File: src/rtl/cpwm_pkg.sv
package cpwm_pkg;

   localparam int PRE_W      = 2;
   localparam int ADR_CTRL   = 0;
   localparam int ADR_PERIOD = 1;
   localparam int ADR_DEAD   = 2;
   localparam int ADR_CLEAR  = 3;
   localparam int ADR_DUTY   = 4;

   typedef struct packed {
      logic             lo_off;
      logic             hi_off;
      logic             lo_inv;
      logic             hi_inv;
      logic             auto_rec;
      logic [PRE_W-1:0] pres;
      logic             paired;
      logic             out_en;
      logic             run;
   } ctrl_t;

   localparam int CTRL_W = $bits(ctrl_t);

endpackage

File: src/rtl/cpwm_timebase.sv
module cpwm_timebase
   import cpwm_pkg::*;
#(
   parameter int CNT_W  = 12,
   parameter int DUTY_W = 16,
   parameter int NCH    = 6
) (
   input  logic                         clk,
   input  logic                         rst_n,
   input  logic                         run,
   input  logic [PRE_W-1:0]             pres_sh,
   input  logic [CNT_W-1:0]             per_sh,
   input  logic [NCH-1:0][DUTY_W-1:0]   duty_sh,
   output logic [CNT_W-1:0]             cnt,
   output logic [CNT_W-1:0]             per_act,
   output logic [PRE_W-1:0]             pres_act,
   output logic [NCH-1:0][DUTY_W-1:0]   duty_act,
   output logic                         wrap
);

   localparam int PC_W = (2 ** PRE_W) - 1;

   logic [PC_W-1:0] pc;
   logic [PC_W-1:0] pc_lim;
   logic            tick;

   assign pc_lim = PC_W'((PC_W+1)'(1) << pres_act) - PC_W'(1);
   assign tick   = (pc == pc_lim);
   assign wrap   = run && tick && (cnt == per_act);

   always_ff @(posedge clk or negedge rst_n) begin
      if (!rst_n) begin
         cnt      <= '0;
         pc       <= '0;
         per_act  <= '0;
         pres_act <= '0;
         duty_act <= '0;
      end else if (!run) begin
         cnt      <= '0;
         pc       <= '0;
         per_act  <= per_sh;
         pres_act <= pres_sh;
         duty_act <= duty_sh;
      end else begin
         pc <= tick ? '0 : pc + PC_W'(1);
         if (tick) begin
            if (cnt == per_act) begin
               cnt      <= '0;
               per_act  <= per_sh;
               pres_act <= pres_sh;
               duty_act <= duty_sh;
            end else begin
               cnt <= cnt + CNT_W'(1);
            end
         end
      end
   end

endmodule

File: src/rtl/cpwm_pair.sv
module cpwm_pair #(
   parameter int CNT_W  = 12,
   parameter int DUTY_W = 16,
   parameter int DB_W   = 8
) (
   input  logic              clk,
   input  logic              rst_n,
   input  logic              paired,
   input  logic [CNT_W-1:0]  cnt,
   input  logic [CNT_W-1:0]  per,
   input  logic [DUTY_W-1:0] duty_h,
   input  logic [DUTY_W-1:0] duty_l,
   input  logic [DB_W-1:0]   dead,
   output logic              raw_h,
   output logic              raw_l
);

   localparam int MW = DUTY_W - 1;

   function automatic logic demand(input logic [DUTY_W-1:0] d,
                                   input logic [CNT_W-1:0]  c,
                                   input logic [CNT_W-1:0]  p);
      return !d[DUTY_W-1] && ((d[MW-1:0] >= MW'(p)) || (MW'(c) < d[MW-1:0]));
   endfunction

   logic            req_h;
   logic            req_l;
   logic            prev_h;
   logic [DB_W-1:0] hold;
   logic            settled;

   assign req_h   = demand(duty_h, cnt, per);
   assign req_l   = demand(duty_l, cnt, per);
   assign settled = (prev_h == req_h) && (hold == '0);

   always_ff @(posedge clk or negedge rst_n) begin
      if (!rst_n) begin
         prev_h <= 1'b0;
         hold   <= '0;
      end else begin
         prev_h <= req_h;
         if (prev_h != req_h)
            hold <= (dead == '0) ? '0 : dead - DB_W'(1);
         else if (hold != '0)
            hold <= hold - DB_W'(1);
      end
   end

   assign raw_h = paired ? (req_h && settled)  : req_h;
   assign raw_l = paired ? (!req_h && settled) : req_l;

endmodule

File: src/rtl/cpwm_guard.sv
module cpwm_guard #(
   parameter int NFLT = 2
) (
   input  logic            clk,
   input  logic            rst_n,
   input  logic [NFLT-1:0] fault_in,
   input  logic            clr_wr,
   input  logic [NFLT-1:0] clr_bits,
   input  logic            auto_rec,
   input  logic            wrap,
   output logic [NFLT-1:0] flags,
   output logic            blocked
);

   logic [NFLT-1:0] clr_mask;
   logic            may_go;

   assign clr_mask = clr_wr ? clr_bits : '0;
   assign may_go   = (flags == '0) && (auto_rec ? wrap : 1'b1);

   always_ff @(posedge clk or negedge rst_n) begin
      if (!rst_n) begin
         flags   <= '0;
         blocked <= 1'b0;
      end else begin
         flags <= (flags & ~clr_mask) | fault_in;
         if (|fault_in)
            blocked <= 1'b1;
         else if (blocked && may_go)
            blocked <= 1'b0;
      end
   end

endmodule

File: src/rtl/cpwm_bridge.sv
module cpwm_bridge
   import cpwm_pkg::*;
#(
   parameter int CNT_W  = 12,
   parameter int DUTY_W = 16,
   parameter int DB_W   = 8,
   parameter int NPAIR  = 3,
   parameter int NFLT   = 2,
   parameter int ADDR_W = 4,
   parameter int DATA_W = 16
) (
   input  logic              clk,
   input  logic              rst_n,
   input  logic              wr_en,
   input  logic [ADDR_W-1:0] wr_addr,
   input  logic [DATA_W-1:0] wr_data,
   input  logic [NFLT-1:0]   fault_in,
   output logic [2*NPAIR-1:0] pwm_out,
   output logic [CNT_W-1:0]  count,
   output logic [NFLT-1:0]   fault_flags,
   output logic              reload_flag
);

   localparam int NCH = 2 * NPAIR;

   if (DUTY_W < CNT_W + 1) begin : g_bad_duty
      $error("duty width must exceed counter width by a sign bit");
   end
   if (DATA_W < DUTY_W || DATA_W < CNT_W || DATA_W < CTRL_W || DATA_W < DB_W) begin : g_bad_data
      $error("write data too narrow");
   end
   if (NFLT >= DATA_W) begin : g_bad_flt
      $error("fault count collides with wrap-clear bit");
   end
   if (ADR_DUTY + NCH > (2 ** ADDR_W)) begin : g_bad_addr
      $error("address space too small for duty registers");
   end

   ctrl_t                      ctrl;
   logic [CNT_W-1:0]           per_sh;
   logic [DB_W-1:0]            dead;
   logic [NCH-1:0][DUTY_W-1:0] duty_sh;
   logic [NCH-1:0][DUTY_W-1:0] duty_act;
   logic [CNT_W-1:0]           cnt;
   logic [CNT_W-1:0]           per_act;
   logic [PRE_W-1:0]           pres_act;
   logic                       wrap;
   logic [NCH-1:0]             raw;
   logic                       clr_wr;
   logic                       blocked;
   logic                       drive;

   always_ff @(posedge clk or negedge rst_n) begin
      if (!rst_n) begin
         ctrl    <= '0;
         per_sh  <= '0;
         dead    <= '0;
         duty_sh <= '0;
      end else if (wr_en) begin
         if (wr_addr == ADDR_W'(ADR_CTRL))
            ctrl <= ctrl_t'(wr_data[CTRL_W-1:0]);
         if (wr_addr == ADDR_W'(ADR_PERIOD))
            per_sh <= wr_data[CNT_W-1:0];
         if (wr_addr == ADDR_W'(ADR_DEAD))
            dead <= wr_data[DB_W-1:0];
         for (int i = 0; i < NCH; i++)
            if (wr_addr == ADDR_W'(ADR_DUTY + i))
               duty_sh[i] <= wr_data[DUTY_W-1:0];
      end
   end

   assign clr_wr = wr_en && (wr_addr == ADDR_W'(ADR_CLEAR));

   always_ff @(posedge clk or negedge rst_n) begin
      if (!rst_n)
         reload_flag <= 1'b0;
      else if (wrap)
         reload_flag <= 1'b1;
      else if (clr_wr && wr_data[DATA_W-1])
         reload_flag <= 1'b0;
   end

   cpwm_timebase #(.CNT_W(CNT_W), .DUTY_W(DUTY_W), .NCH(NCH)) u_timebase (
      .clk      (clk),
      .rst_n    (rst_n),
      .run      (ctrl.run),
      .pres_sh  (ctrl.pres),
      .per_sh   (per_sh),
      .duty_sh  (duty_sh),
      .cnt      (cnt),
      .per_act  (per_act),
      .pres_act (pres_act),
      .duty_act (duty_act),
      .wrap     (wrap)
   );

   for (genvar k = 0; k < NPAIR; k++) begin : g_pair
      cpwm_pair #(.CNT_W(CNT_W), .DUTY_W(DUTY_W), .DB_W(DB_W)) u_pair (
         .clk    (clk),
         .rst_n  (rst_n),
         .paired (ctrl.paired),
         .cnt    (cnt),
         .per    (per_act),
         .duty_h (duty_act[2*k]),
         .duty_l (duty_act[2*k+1]),
         .dead   (dead),
         .raw_h  (raw[2*k]),
         .raw_l  (raw[2*k+1])
      );
   end

   cpwm_guard #(.NFLT(NFLT)) u_guard (
      .clk      (clk),
      .rst_n    (rst_n),
      .fault_in (fault_in),
      .clr_wr   (clr_wr),
      .clr_bits (wr_data[NFLT-1:0]),
      .auto_rec (ctrl.auto_rec),
      .wrap     (wrap),
      .flags    (fault_flags),
      .blocked  (blocked)
   );

   assign drive = ctrl.out_en && !blocked;
   assign count = cnt;

   for (genvar i = 0; i < NCH; i++) begin : g_pin
      if (i % 2 == 0) begin : g_high
         assign pwm_out[i] = drive ? (raw[i] ^ ctrl.hi_inv) : ctrl.hi_off;
      end else begin : g_low
         assign pwm_out[i] = drive ? (raw[i] ^ ctrl.lo_inv) : ctrl.lo_off;
      end
   end

endmodule

File: config.mk
export PLATFORM = sky130hd
export DESIGN_NAME = cpwm_bridge
export DESIGN_NICKNAME = d
export VERILOG_FILES = /design/src/rtl/cpwm_pkg.sv /design/src/rtl/cpwm_timebase.sv /design/src/rtl/cpwm_pair.sv /design/src/rtl/cpwm_guard.sv /design/src/rtl/cpwm_bridge.sv
export SDC_FILE = /design/constraint.sdc
export NUM_CORES = 1
export LEC_CHECK = 0
export ABC_CLOCK_PERIOD_IN_PS = 5700
export BUFFER_PORTS_ARGS = -buffer_cell sky130_fd_sc_hd__clkbuf_2
export CORE_ASPECT_RATIO = 0.5
export CORE_MARGIN = 1
export CORE_UTILIZATION = 57
export CTS_CLUSTER_SIZE = 25
export DETAILED_ROUTE_END_ITERATION = 7
export HOLD_SLACK_MARGIN = 0.02
export MAX_ROUTING_LAYER = met4
export PLACE_DENSITY = 0.74
export SETUP_SLACK_MARGIN = 0.15
export SLEW_MARGIN = 15
export SYNTH_ARGS = -nofsm -noshare
export SYNTH_HDL_FRONTEND = slang
export SYNTH_SLANG_ARGS = --single-unit
export TNS_END_PERCENT = 50
File: constraint.sdc
create_clock -name clk -period 5.7 [get_ports clk]
set_clock_uncertainty 0.1 [all_clocks]
set_input_delay 1.14 -clock clk [delete_from_list [all_inputs] [get_ports clk]]
set_output_delay 1.14 -clock clk [all_outputs]
set_load 0.01 [all_outputs]
After elaboration in Yosys (flattened, before gate mapping) --
Cells that the tools add are included. Widths: inputs -> output; s select.
Word-level totals: bits in registers 282, bits in latches 0, RAM bits 0, ROM bits 0, input port bits 25, output and inout port bits 21, memories kept 0
Operators by class: $add $sub $neg 7, multiply operators 0, divide/modulo/power cells 0, order comparisons 12, equality and inequality tests 19, shifts and indexed selects 1, multiplexer cells 39, bitwise logic cells 9, reduce and logical (&&, ||, !) cells 63
Operators by type and width (number):
- $mux 96 | 3
- $ge 15x12->1 | 6
- $lt 12x15->1 | 6
- $mux 12 | 6
- $mux 8 | 7
- $logic_not 8->1 | 4
- $sub 8x1->8 const B | 4
- $reduce_bool 8->1 | 3
- $logic_and 1x1->1 | 22
- $reduce_and 2->1 | 10
- $mux 1 | 17
- $eq 4x3->1 const B | 4
- $add 12x1->12 const B | 1
- $eq 12x12->1 | 1
- $logic_not 1->1 | 10
- $reduce_bool 2->1 | 5
- $eq 4x2->1 const B | 2
- $eq 4x4->1 const B | 2
- $mux 2 | 4
- $logic_or 1x1->1 | 6
- $mux 3 | 2
- $xor 1x1->1 | 6
- $eq 4x1->1 const B | 1
- $logic_not 4->1 | 1
- 12 further kinds | 17

Logic depth before layout (Yosys ltp) --
depth in word-level cells 10, depth in mapped cells 10, depth with buffers taken out 9

Cells and area by module --
A second synthesis with hierarchy kept.
Unflattened totals: cells, all modules 1350, area total of the unflattened synthesis 16116.7 µm²
Modules (own cells, without submodules):
- cpwm_timebase | times used 1, cells each 350, area each 5641.7 µm²
- cpwm_pair | times used 3, cells each 231, area each 1814.2 µm²
- cpwm_bridge | times used 1, cells each 296, area each 4912.2 µm²
- cpwm_guard | times used 1, cells each 11, area each 120.1 µm²

Worst setup path after synthesis --
OpenSTA, ideal clock, no wires.
kind reg2out, from reg u_timebase.cnt[5], to out pwm_out[3], arrival time 2.217 ns, slack 2.243 ns, stages on the path, launching flop included 9, path buffers 0, cell sequence dfrtp_1 -> ha_1 -> a21o_1 -> a221o_1 -> a31oi_1 -> o21ba_2 -> nand2_1 -> a2111o_1 -> o211ai_1
Between the ends: longest elaborated chain between the ends 9, elaborated cells between the ends (all ways) 13
Ends and longest elaborated chain:
- from (decl) | line cpwm_timebase.sv:14 | output logic [CNT_W-1:0] cnt,
- from (signal assigned) | line cpwm_timebase.sv:53 | cnt <= cnt + CNT_W'(1);
- $lt 12x15->1 | line cpwm_pair.sv:23 | return !d[DUTY_W-1] && ((d[MW-1:0] >= MW'(p)) || (MW'(c) < d[MW-1:0]));
- $logic_or 1x1->1 | line cpwm_pair.sv:23
- $logic_and 1x1->1 | line cpwm_pair.sv:23
- $eq 1x1->1 | line cpwm_pair.sv:34 | assign settled = (prev_h == req_h) && (hold == '0);
- $logic_and 1x1->1 | line cpwm_pair.sv:34
- $logic_and 1x1->1 | line cpwm_pair.sv:50 | assign raw_l = paired ? (!req_h && settled) : req_l;
- $mux 1 (*) | line cpwm_pair.sv:50
- $xor 1x1->1 (*) | line cpwm_bridge.sv:131 | assign pwm_out[i] = drive ? (raw[i] ^ ctrl.lo_inv) : ctrl.lo_off;
- $mux 1 (*) | line cpwm_bridge.sv:131
- to (decl) | line cpwm_bridge.sv:18 | output logic [2*NPAIR-1:0] pwm_out,
Every way passes the cells marked *; elsewhere a longest branch is shown, timed or not.

Worst setup path after layout --
from reg u_timebase.per_act[2], to out pwm_out[5]
Between the ends: longest elaborated chain between the ends 9, elaborated cells between the ends (all ways) 13
Ends and longest elaborated chain:
- from (decl) | line cpwm_timebase.sv:15 | output logic [CNT_W-1:0] per_act,
- from (signal assigned) | line cpwm_timebase.sv:41 | per_act <= per_sh;
- from (signal assigned) | line cpwm_timebase.sv:49 | per_act <= per_sh;
- $ge 15x12->1 (*) | line cpwm_pair.sv:23
- $logic_or 1x1->1 (*) | line cpwm_pair.sv:23
- $logic_and 1x1->1 (*) | line cpwm_pair.sv:23
- named net g_pair[2].u_pair.req_h | line cpwm_pair.sv:26 | logic req_h;
- $eq 1x1->1 | line cpwm_pair.sv:34
- $logic_and 1x1->1 | line cpwm_pair.sv:34
- $logic_and 1x1->1 (*) | line cpwm_pair.sv:50
- $mux 1 (*) | line cpwm_pair.sv:50
- $xor 1x1->1 (*) | line cpwm_bridge.sv:131
- $mux 1 (*) | line cpwm_bridge.sv:131
The timed path passes the listed nets; every way through them passes the cells marked *.

==> metrics <==
Total Routed Length=roughly 38 mm; Critical Path AT=3.47 ns; clock buffer count from CTS=25; count of cells resized by post-cts repair=0; pre-CTS WS=1.60 ns; fin nets=1572; CP max stage cell=a41oi_1; setup violators final=0; total clock sinks=282; Async SR Flop Fraction=100%; unrepaired setup endpoints after global routing=no; synthesized area per cell=11.0 sq um; detailed router's first-iteration violation count=934; Tcrit/Tclk final=82.6%; largest net degree at the start of global routing=132; crit-path cells=inv_1, ha_1, a21o_1, a31oi_1, o21ai_0, a41oi_1, nand2_2, o21a_1, o211ai_1, clkbuf_2; f_max=212 MHz; share of post-route cells with drive strength above 1=18.8%; fill count=1993; pwr dens=474 mW/mm^2; first-pass GRT wire length=roughly 59 mm; Cell Area, Synth=approximately 0.015 sq mm; setup TNS=0 ns; number of synthesized flops with an enable pin=0; most common cell in the netlist=dfrtp_1; max_cap viols=0; vias per cell=5.96; clk slew on worst S/H paths=0.07 ns; Primary FF master, synth=dfrtp_1; post-synthesis sequential area ratio=a little under half; critical path data required time=4.46 ns; port bufs=45; Initial Utilization=58.7%; Yosys cell types=76; slew margin rel.=27.3%; endpoints failing hold=0; GRT Overall Usage=roughly 30%; clk buf depth=3; Synth warnings=0; Via Count=10505; Top Family by Delay on Critical Path=compound AO/OA/AOI/OAI gates; post-synth top area share=47.0%; crit-path max cell delay=between 0.5 and 0.6 ns; ranking of synthesized cells by instance count=dfrtp_1 (282), ha_1 (144), mux2_2 (142); TritonRoute pass-1 iters=5; initial antenna violation count=1; root buf cell=clkbuf_16; crit end category=output port; row count=41; Critical Setup Path Class=flop to output port; vias in the first global route=10195; crit path time final=4.71 ns; status=finished, final reports clean; syn_nets=1528; post-DP HPWL=27.4 mm; Hold-fix buffers, CTS=0; clock latency on the worst-skew pair=approximately 0.55 ns; routed len/inst=21.7 microns; core area=0.0255 sq mm; CTS tree=yes; detailed-route DRC error count=0; worst setup margin=0.990 ns; Pleak=between 7 and 8 nW; number of routed nets with antenna violations=0; synth-to-layout area growth=9.14%; gpl congestion=between 0.9 and 1; Pins Over Slew Limit=0; Worst Path Max Fanout=7; Worst Setup Start Kind=flop; die area=0.0270 sq mm; multi-input combinational cell area=0.00741 sq mm; Area contributors post-synth=dfrtp_1 (47%), ha_1 (12%), mux2_2 (11%); H-tree depth=1; FF+latch area=approximately 0.007 sq mm; setup bufs post-CTS=0; Top Ports=46; Post-Syn Instances=1359; #FFs+latches synth=282; die span in x=about 230 microns; DIE HEIGHT=117 microns; worst-margin pin slew=roughly 1.1 ns; maximum VDD drop=0.233 mV; HP Class=flop to flop; post-synth top area cell=dfrtp_1; total congestion overflow=0; Buffers & Inverters on Critical Path=2
==> per-stage QoR <==
step	utilization (%)	std cells	area [sq um]	total power, mW	hold slack (ns)
6_report	64.1	1762	16400	7.76	0.376
5_1_grt	64.1	1762	16400	8.27	0.404
4_1_cts	64.1	1761	16400	7.74	0.383
3_5_place_dp	61.1	1720	15600	6.07	0.369
3_3_place_gp	61.1	1720	15600	5.94	0.359
2_1_floorplan	-	1359	15000	5.15	0.344
==> logic make-up (layout without fill, tap and decap cells) <==
kind of cell / count (synthesis) / after routing / synth area share (%)
other cells: 0 / 1 / 0
buf+inv: 141 / 199 / 3.73
simple gates: 325 / 325 / 10.5
xor+xnor: 44 / 44 / 2.94
mux: 183 / 183 / 13.7
flops: 282 / 282 / 47.0
compound gates: 240 / 240 / 10.1
fa+ha+maj: 144 / 144 / 12.0
==> cell type report <==
cell class	instances	share of cell area (%)
Multi-Input combinational cell	936	45.2
Clock inverter	7	0.382
Timing Repair Buffer	55	2.05
Sequential cell	282	43.1
Inverter	103	2.36
Clock buffer	34	4.27
Tap cell	344	2.63
Antenna cell	1	0.0153
==> power by group <==
| group | leakage (nW) | switching, mW | internal (mW) |
|---|---|---|---|
| Sequential | 3.48 | 0.473 | 2.62 |
| Clock | 0.377 | 0.758 | 0.899 |
| Combinational | 3.89 | 1.70 | 1.31 |
| Total | 7.75 | 2.93 | 4.83 |
==> cells in the final DEF, fill, tap and decap left out, types with 9 or more instances in the layout <==
cell type,Yosys,routed
nand2b_1,9,9
nor2_1,52,49
mux2_1,13,13
xnor2_1,28,28
nand4_1,9,9
o21ai_0,44,44
mux2i_1,22,22
ha_1,144,144
nor2b_1,13,13
nand3_1,31,31
a21oi_1,47,47
dfrtp_1,282,282
inv_1,103,103
nand2_1,139,139
mux2_2,142,142
clkbuf_2,0,44
nor3_1,17,17
a21o_1,19,19
xor2_1,13,13
clkbuf_16,0,25
o21ai_1,66,66
==> per-layer routing <==
metal	global-route usage (%)	routed length, microns	vias up	part of all wire [%]
li1	-	-	4882	-
met1	42.6	18500	5264	48
met2	43.3	16100	291	42
met3	6.69	2560	68	6.7
met4	8.70	1080	0	2.8
met5	-	0	-	0
==> sequential cells by signal (all words and copies together) (netlist names) <==
signal / count
ctrl: 10
dead: 8
duty_sh: 96
g_pair.u_pair.hold: 24
g_pair.u_pair.prev_h: 3
per_sh: 12
reload_flag: 1
u_guard.blocked: 1
u_guard.flags: 2
u_timebase.cnt: 12
u_timebase.duty_act: 96
u_timebase.pc: 3
u_timebase.per_act: 12
u_timebase.pres_act: 2
==> final timing paths <==
kind	from	to	slack, ns	depth (start not counted)
hold reg to reg	u_timebase.duty_act[60]	u_timebase.duty_act[60]	0.38	1
setup / recovery	u_timebase.per_act[2]	pwm_out[5]	0.99	10
setup reg to reg	u_timebase.cnt[5]	u_timebase.duty_act[94]	2.04	6
min in group asynchronous	rst_n	g_pair[0].u_pair.hold[7]	0.59	1
hold / removal	u_timebase.duty_act[60]	u_timebase.duty_act[60]	0.38	1
max in group asynchronous	rst_n	duty_sh[26]	3.60	2
No activity file was read; power rests on OpenSTA's default activity.
